`src/rtl/dma_seq_pkg.sv`:
```
package dma_seq_pkg;
  localparam logic [2:0] EP_ACKDEV = 3'd0;
  localparam logic [2:0] EP_XMEM   = 3'd1;
  localparam logic [2:0] EP_XMAP   = 3'd2;
  localparam logic [2:0] EP_PERIPH = 3'd3;
  localparam logic [2:0] EP_ONCHIP = 3'd4;

  localparam logic [1:0] AM_FIXED = 2'd0;
  localparam logic [1:0] AM_INC   = 2'd1;
  localparam logic [1:0] AM_DEC   = 2'd2;

  typedef enum logic [1:0] {XK_REJECT, XK_SINGLE, XK_DUAL} xkind_e;
  typedef enum logic [1:0] {ST_IDLE, ST_LEAD, ST_WRITE, ST_GAP} st_e;
endpackage

```
`src/rtl/dma_pair_check.sv`:
```
module dma_pair_check
  import dma_seq_pkg::*;
(
  input  logic [2:0] src_ep,
  input  logic [2:0] dst_ep,
  input  logic [1:0] size,
  input  logic [1:0] periph_size,
  output xkind_e     kind,
  output logic       mem_is_src
);
  logic valid, src_ext, dst_ext, has_periph;

  always_comb begin
    valid      = (src_ep <= EP_ONCHIP) && (dst_ep <= EP_ONCHIP);
    src_ext    = (src_ep == EP_XMEM) || (src_ep == EP_XMAP);
    dst_ext    = (dst_ep == EP_XMEM) || (dst_ep == EP_XMAP);
    has_periph = (src_ep == EP_PERIPH) || (dst_ep == EP_PERIPH);
    kind       = XK_REJECT;
    mem_is_src = 1'b0;
    if (!valid) begin
      kind = XK_REJECT;
    end else if (src_ep == EP_ACKDEV) begin
      if (dst_ext) kind = XK_SINGLE;
    end else if (dst_ep == EP_ACKDEV) begin
      if (src_ext) begin
        kind       = XK_SINGLE;
        mem_is_src = 1'b1;
      end
    end else if (has_periph && (size != periph_size)) begin
      kind = XK_REJECT;
    end else begin
      kind = XK_DUAL;
    end
  end
endmodule

```
`src/rtl/dma_addr_step.sv`:
```
module dma_addr_step
  import dma_seq_pkg::*;
#(
  parameter int AW = 32
) (
  input  logic [AW-1:0] cur,
  input  logic [1:0]    mode,
  input  logic [1:0]    size,
  output logic [AW-1:0] nxt
);
  logic [AW-1:0] step;

  always_comb begin
    step = '0;
    case (size)
      2'd0:    step[0] = 1'b1;
      2'd1:    step[1] = 1'b1;
      default: step[2] = 1'b1;
    endcase
    case (mode)
      AM_INC:  nxt = cur + step;
      AM_DEC:  nxt = cur - step;
      default: nxt = cur;
    endcase
  end
endmodule

```
`src/rtl/dma_seq_chan.sv`:
```
module dma_seq_chan
  import dma_seq_pkg::*;
#(
  parameter int AW = 32,
  parameter int DW = 32,
  parameter int CW = 16
) (
  input  logic          clk,
  input  logic          rst,
  input  logic          start,
  input  logic [2:0]    src_ep,
  input  logic [2:0]    dst_ep,
  input  logic [1:0]    xfer_size,
  input  logic [1:0]    periph_size,
  input  logic [1:0]    src_mode,
  input  logic [1:0]    dst_mode,
  input  logic          burst,
  input  logic [AW-1:0] src_addr,
  input  logic [AW-1:0] dst_addr,
  input  logic [CW-1:0] unit_count,
  output logic          busy,
  output logic          done,
  output logic          err,
  output logic          bus_req,
  output logic [AW-1:0] bus_addr,
  output logic          bus_rd,
  output logic          bus_wr,
  output logic [DW-1:0] bus_wdata,
  input  logic [DW-1:0] bus_rdata,
  input  logic          bus_ready,
  output logic          dack
);
  localparam int NPTR = 2;
  localparam logic [CW-1:0] LAST_UNIT = CW'(1);

  xkind_e kind_in;
  logic   mis_in, in_single;

  dma_pair_check u_pair (
    .src_ep      (src_ep),
    .dst_ep      (dst_ep),
    .size        (xfer_size),
    .periph_size (periph_size),
    .kind        (kind_in),
    .mem_is_src  (mis_in)
  );

  logic [AW-1:0] ptr_q  [NPTR];
  logic [AW-1:0] ptr_nx [NPTR];
  logic [1:0]    mode_q [NPTR];
  logic [1:0]    size_q;

  // one stepping unit per pointer (0 = source, 1 = destination)
  for (genvar g = 0; g < NPTR; g++) begin : g_ptr
    dma_addr_step #(.AW(AW)) u_step (
      .cur  (ptr_q[g]),
      .mode (mode_q[g]),
      .size (size_q),
      .nxt  (ptr_nx[g])
    );
  end

  st_e           st_q;
  logic          burst_q, single_q, mis_q;
  logic [CW-1:0] cnt_q;
  logic [AW-1:0] lead_addr_c, lead_addr_n;
  logic          lead_rd, lead_wr, unit_end;

  always_comb begin
    in_single   = (kind_in == XK_SINGLE);
    lead_rd     = !single_q || mis_q;
    lead_wr     = single_q && !mis_q;
    lead_addr_c = lead_wr ? ptr_q[1]  : ptr_q[0];
    lead_addr_n = lead_wr ? ptr_nx[1] : ptr_nx[0];
    unit_end    = bus_ready &&
                  (((st_q == ST_LEAD) && single_q) || (st_q == ST_WRITE));
  end

  always_ff @(posedge clk) begin
    if (rst) begin
      st_q      <= ST_IDLE;
      busy      <= 1'b0;
      done      <= 1'b0;
      err       <= 1'b0;
      bus_req   <= 1'b0;
      bus_addr  <= '0;
      bus_rd    <= 1'b0;
      bus_wr    <= 1'b0;
      bus_wdata <= '0;
      dack      <= 1'b0;
      burst_q   <= 1'b0;
      single_q  <= 1'b0;
      mis_q     <= 1'b0;
      size_q    <= '0;
      cnt_q     <= '0;
      for (int i = 0; i < NPTR; i++) begin
        ptr_q[i]  <= '0;
        mode_q[i] <= AM_FIXED;
      end
    end else begin
      done <= 1'b0;
      case (st_q)
        ST_IDLE: begin
          if (start) begin
            if (kind_in == XK_REJECT || unit_count == '0) begin
              err <= 1'b1;
            end else begin
              err       <= 1'b0;
              busy      <= 1'b1;
              bus_req   <= 1'b1;
              ptr_q[0]  <= src_addr;
              ptr_q[1]  <= dst_addr;
              mode_q[0] <= src_mode;
              mode_q[1] <= dst_mode;
              size_q    <= xfer_size;
              burst_q   <= burst;
              single_q  <= in_single;
              mis_q     <= mis_in;
              cnt_q     <= unit_count;
              dack      <= in_single;
              bus_rd    <= !in_single || mis_in;
              bus_wr    <= in_single && !mis_in;
              bus_addr  <= (in_single && !mis_in) ? dst_addr : src_addr;
              st_q      <= ST_LEAD;
            end
          end
        end
        ST_LEAD: begin
          if (bus_ready && !single_q) begin
            bus_wdata <= bus_rdata;
            bus_rd    <= 1'b0;
            bus_wr    <= 1'b1;
            bus_addr  <= ptr_q[1];
            st_q      <= ST_WRITE;
          end
        end
        ST_GAP: begin
          bus_req  <= 1'b1;
          dack     <= single_q;
          bus_rd   <= lead_rd;
          bus_wr   <= lead_wr;
          bus_addr <= lead_addr_c;
          st_q     <= ST_LEAD;
        end
        default: ;
      endcase

      if (unit_end) begin
        ptr_q[0] <= ptr_nx[0];
        ptr_q[1] <= ptr_nx[1];
        cnt_q    <= cnt_q - 1'b1;
        if (cnt_q == LAST_UNIT) begin
          done    <= 1'b1;
          busy    <= 1'b0;
          bus_req <= 1'b0;
          bus_rd  <= 1'b0;
          bus_wr  <= 1'b0;
          dack    <= 1'b0;
          st_q    <= ST_IDLE;
        end else if (burst_q) begin
          dack     <= single_q;
          bus_rd   <= lead_rd;
          bus_wr   <= lead_wr;
          bus_addr <= lead_addr_n;
          st_q     <= ST_LEAD;
        end else begin
          bus_req <= 1'b0;
          bus_rd  <= 1'b0;
          bus_wr  <= 1'b0;
          dack    <= 1'b0;
          st_q    <= ST_GAP;
        end
      end
    end
  end
endmodule

```
`config.mk`:
```
export PLATFORM = sky130hd
export DESIGN_NAME = dma_seq_chan
export DESIGN_NICKNAME = d
export VERILOG_FILES = /design/src/rtl/dma_seq_pkg.sv /design/src/rtl/dma_pair_check.sv /design/src/rtl/dma_addr_step.sv /design/src/rtl/dma_seq_chan.sv
export SDC_FILE = /design/constraint.sdc
export NUM_CORES = 1
export LEC_CHECK = 0
export BUFFER_PORTS_ARGS = -buffer_cell sky130_fd_sc_hd__buf_2
export CAP_MARGIN = 20
export CORE_UTILIZATION = 37
export DETAILED_ROUTE_END_ITERATION = 8
export PLACE_DENSITY = 0.61
export SLEW_MARGIN = 20
export SYNTH_ARGS = -nofsm -noshare
export SYNTH_HDL_FRONTEND = slang
export SYNTH_SLANG_ARGS = --single-unit
```
`constraint.sdc`:
```
create_clock -name clk -period 3.8 [get_ports clk]
set_input_delay 0.19 -clock clk [delete_from_list [all_inputs] [get_ports clk]]
set_output_delay 0.19 -clock clk [all_outputs]
set_load 0.1 [all_outputs]
```
==> results_dict.tcl <==
set metrics [dict create \
    yosysUniqueCellTypes 83 \
    cp_max_fo 4 \
    cts_tree "built" \
    core_um2 33450 \
    seq_area_frac_synth_pct 31.28 \
    worstPathRequired_ps 4120 \
    cts.sinks 162 \
    setup_violations 0 \
    via_per_inst 6.018 \
    maxSlewHeadroom_pct 31.52 \
    cp-start-kind "flip-flop" \
    die_w_um 186.1 \
    synth_edf_count 68 \
    grt_usage_pct 28.15 \
    vdd_drop_max_mv 0.4797 \
    clk_latency_ps 470 \
    hpwl_mm 34.37 \
    grt_pass1_vias 12664 \
    dr.pass1.iters 6 \
    max_freq_mhz 263.9 \
    fin_crit_ps 3789 \
    routed_wl_mm 48.61 \
    finClkSkew_ps 15.24 \
    worstRegToRegCells 14 \
    power.switching_mw 5.085 \
    cts_root_buf "clkbuf_16" \
    path_clk_slew_ps 80 \
    cts_buffers 17 \
    utilization_pct 45.96 \
    drc_errors 0 \
    worst_pin_slew_ps 1027 \
    io_pins 202 \
    vias 13469 \
    yosysWarnings 0 \
    layout.cells.most_common "nand2_1" \
    synth-seq-cells 162 \
    crit_arrival_ps 4100 \
    final_max_slew_viol_count 0 \
    hold_depth 3 \
    p_leak_nw 6.599 \
    grt_max_degree 65 \
    grt.overflow.total 0 \
    first_iter_violations 1172 \
    avgSynthCellArea_um2 8.051 \
    grt_pass1_wl_mm 73.15 \
    rsz0062_at_grt "yes" \
    antenna_found_initial 2 \
    worstSetupPathType "flip-flop to flip-flop" \
    die_y_um 186.1 \
    routedWlPerCell_um 21.72 \
    power_frac_clock_pct 18.8 \
    final_area_um2 15370 \
    numPortBuffers 201 \
    drive_above_1_share_pct 19.97 \
    netlist_instances 1558 \
    power_density_nw_per_um2 647.0 \
    pwr-share-seq_pct 27.3 \
    ant_nets 0 \
    synth.net_count 1764 \
    fin_total_pwr_mw 9.946 \
    intPower_mw 4.861 \
    cp-end-kind "flip-flop" \
    placed_cell_area_um2 14210 \
    hold_viol_final 0 \
    drv_cap 0 \
    clockBufferDepth 2 \
    nets 1981 \
    synthFlopType "dfxtp_1" \
    cts_max_level 4 \
    initial_core_util_pct 37.50 \
    dieArea_um2 34640 \
    layout_common_cells "nand2_1 (235), buf_2 (201), a21oi_1 (159)" \
    row_count 67 \
    synth-async-reset-ratio_pct 0 \
    hold_class "input port to flip-flop" \
    p_comb_share_pct 54.0 \
    status "complete, no violations" \
    period_share_pct 99.71 \
    routabilityCongestion 0.9477 \
    syn_area_um2 12540 \
    areaGrowthSynthToFinish_pct 22.55 \
    switching_share_pct 51.13 \
]
## path summary, 6_finish.rpt
kind	start	endpoint	slack, ps
worst max-delay path	mode_q[0][3]	bus_addr[30]	10
worst min-delay path	src_addr[23]	ptr_q[0][23]	8
worst max register to register	mode_q[0][3]	bus_addr[30]	10
worst min register to register	bus_wdata[25]	bus_wdata[25]	460
## layout make-up
class | instances | area (µm²)
Sequential cell | 162 | 3925
Inverter | 34 | 127.6
Clock buffer | 22 | 528.0
Fill cell | 3337 | 18080
Tap cell | 448 | 560.5
Clock inverter | 10 | 92.59
Multi-Input combinational cell | 1264 | 8334
Timing Repair Buffer | 296 | 1799
Antenna cell | 2 | 5.005
## cell usage after synthesis, drive strengths merged, types with 7 or more instances
master,number,area (µm²)
nand2,235,882.1
a21oi,167,843.3
o21ai,142,714.4
nor2,111,416.7
dfxtp,94,1882
clkbuf,78,292.8
ha,73,913.4
edfxtp,68,2042
mux2i,57,570.6
inv,34,127.6
xnor2,34,297.8
a22o,33,289.0
a21o,30,232.7
nand2b,29,181.4
a221oi,28,257.8
nor3,28,150.1
o211ai,27,202.7
a221o,25,250.2
xor2,22,192.7
nand3,21,105.1
buf,20,90.09
a211oi,18,145.1
a31oi,15,93.84
nor2b,12,75.07
o22ai,11,68.82
and2,10,62.56
and3,10,62.56
nor4,10,68.81
o31ai,9,77.57
a32oi,8,77.58
o21bai,8,71.32
nor3b,7,52.55
or3,7,43.79
## power groups by stage
| stage | Sequential, mW | Combinational, mW | Clock, mW |
|---|---|---|---|
| after global routing | 2.75 | 5.73 | 1.95 |
| after CTS | 2.69 | 5.23 | 1.88 |
| final | 2.71 | 5.37 | 1.87 |
| after detailed placement | 2.73 | 5.18 | 0 |
| after floorplan | 4.04 | 2.49 | 0 |
| after global placement | 2.71 | 5.14 | 0 |
## kinds of logic after synthesis
logic type | after synthesis | synth area share [%]
buf+inv | 132 | 4.070
fa+ha+maj | 75 | 7.601
compound gates | 574 | 30.35
simple gates | 498 | 17.88
xor+xnor | 56 | 3.910
mux | 61 | 4.908
flops | 162 | 31.28
## stage by stage
step / std cells / TNS, ps / hold slack (ps) / setup slack, ps
final: 2238 / 0 / 8.322 / 10.94
after global routing: 2236 / -121.7 / 6.687 / -57.65
after CTS: 2232 / 0 / 5.220 / 7.992
after detailed placement: 2168 / -809.0 / 436.0 / -155.9
after global placement: 2168 / -301.1 / 429.6 / -109.3
after floorplan: 1558 / 0 / 326.0 / 171.8
## flip-flops by register name, indices dropped and copies added (netlist names)
name       cells
burst_q        1
bus_addr      32
bus_rd         1
bus_req        1
bus_wdata     32
bus_wr         1
busy           1
cnt_q         16
dack           1
done           1
err            1
mis_q          1
mode_q         4
ptr_q         64
single_q       1
size_q         2
st_q           2
## timing repair
item	in CTS	in global routing
pin swaps	4	26
hold buffers	32	0
setup endpoints to repair	11	29
endpoints found under the hold margin	32	0
buffers inserted	0	4
resized for setup	7	32
## worst max-delay path, stage by stage (launching register included)
cell	delay (ps)
edfxtp_1	480
ha_4	230
buf_4	160
nor2b_1	130
ha_1	310
a21o_1	220
a311oi_2	280
o31a_1	270
nor3_2	90
a221oi_2	340
o21ai_2	150
a311oi_2	440
mux2_4	350
o21ai_2	120
a31oi_1	80
## per-layer routing
layer,GRT usage [%],wire (µm),up-vias
met5,0,0,-
met4,11.48,1554,0
met3,5.694,4721,92
met2,44.34,21400,747
met1,37.46,20940,6372
li1,-,-,6258
Note: power is estimated with default switching activity, not from simulation.
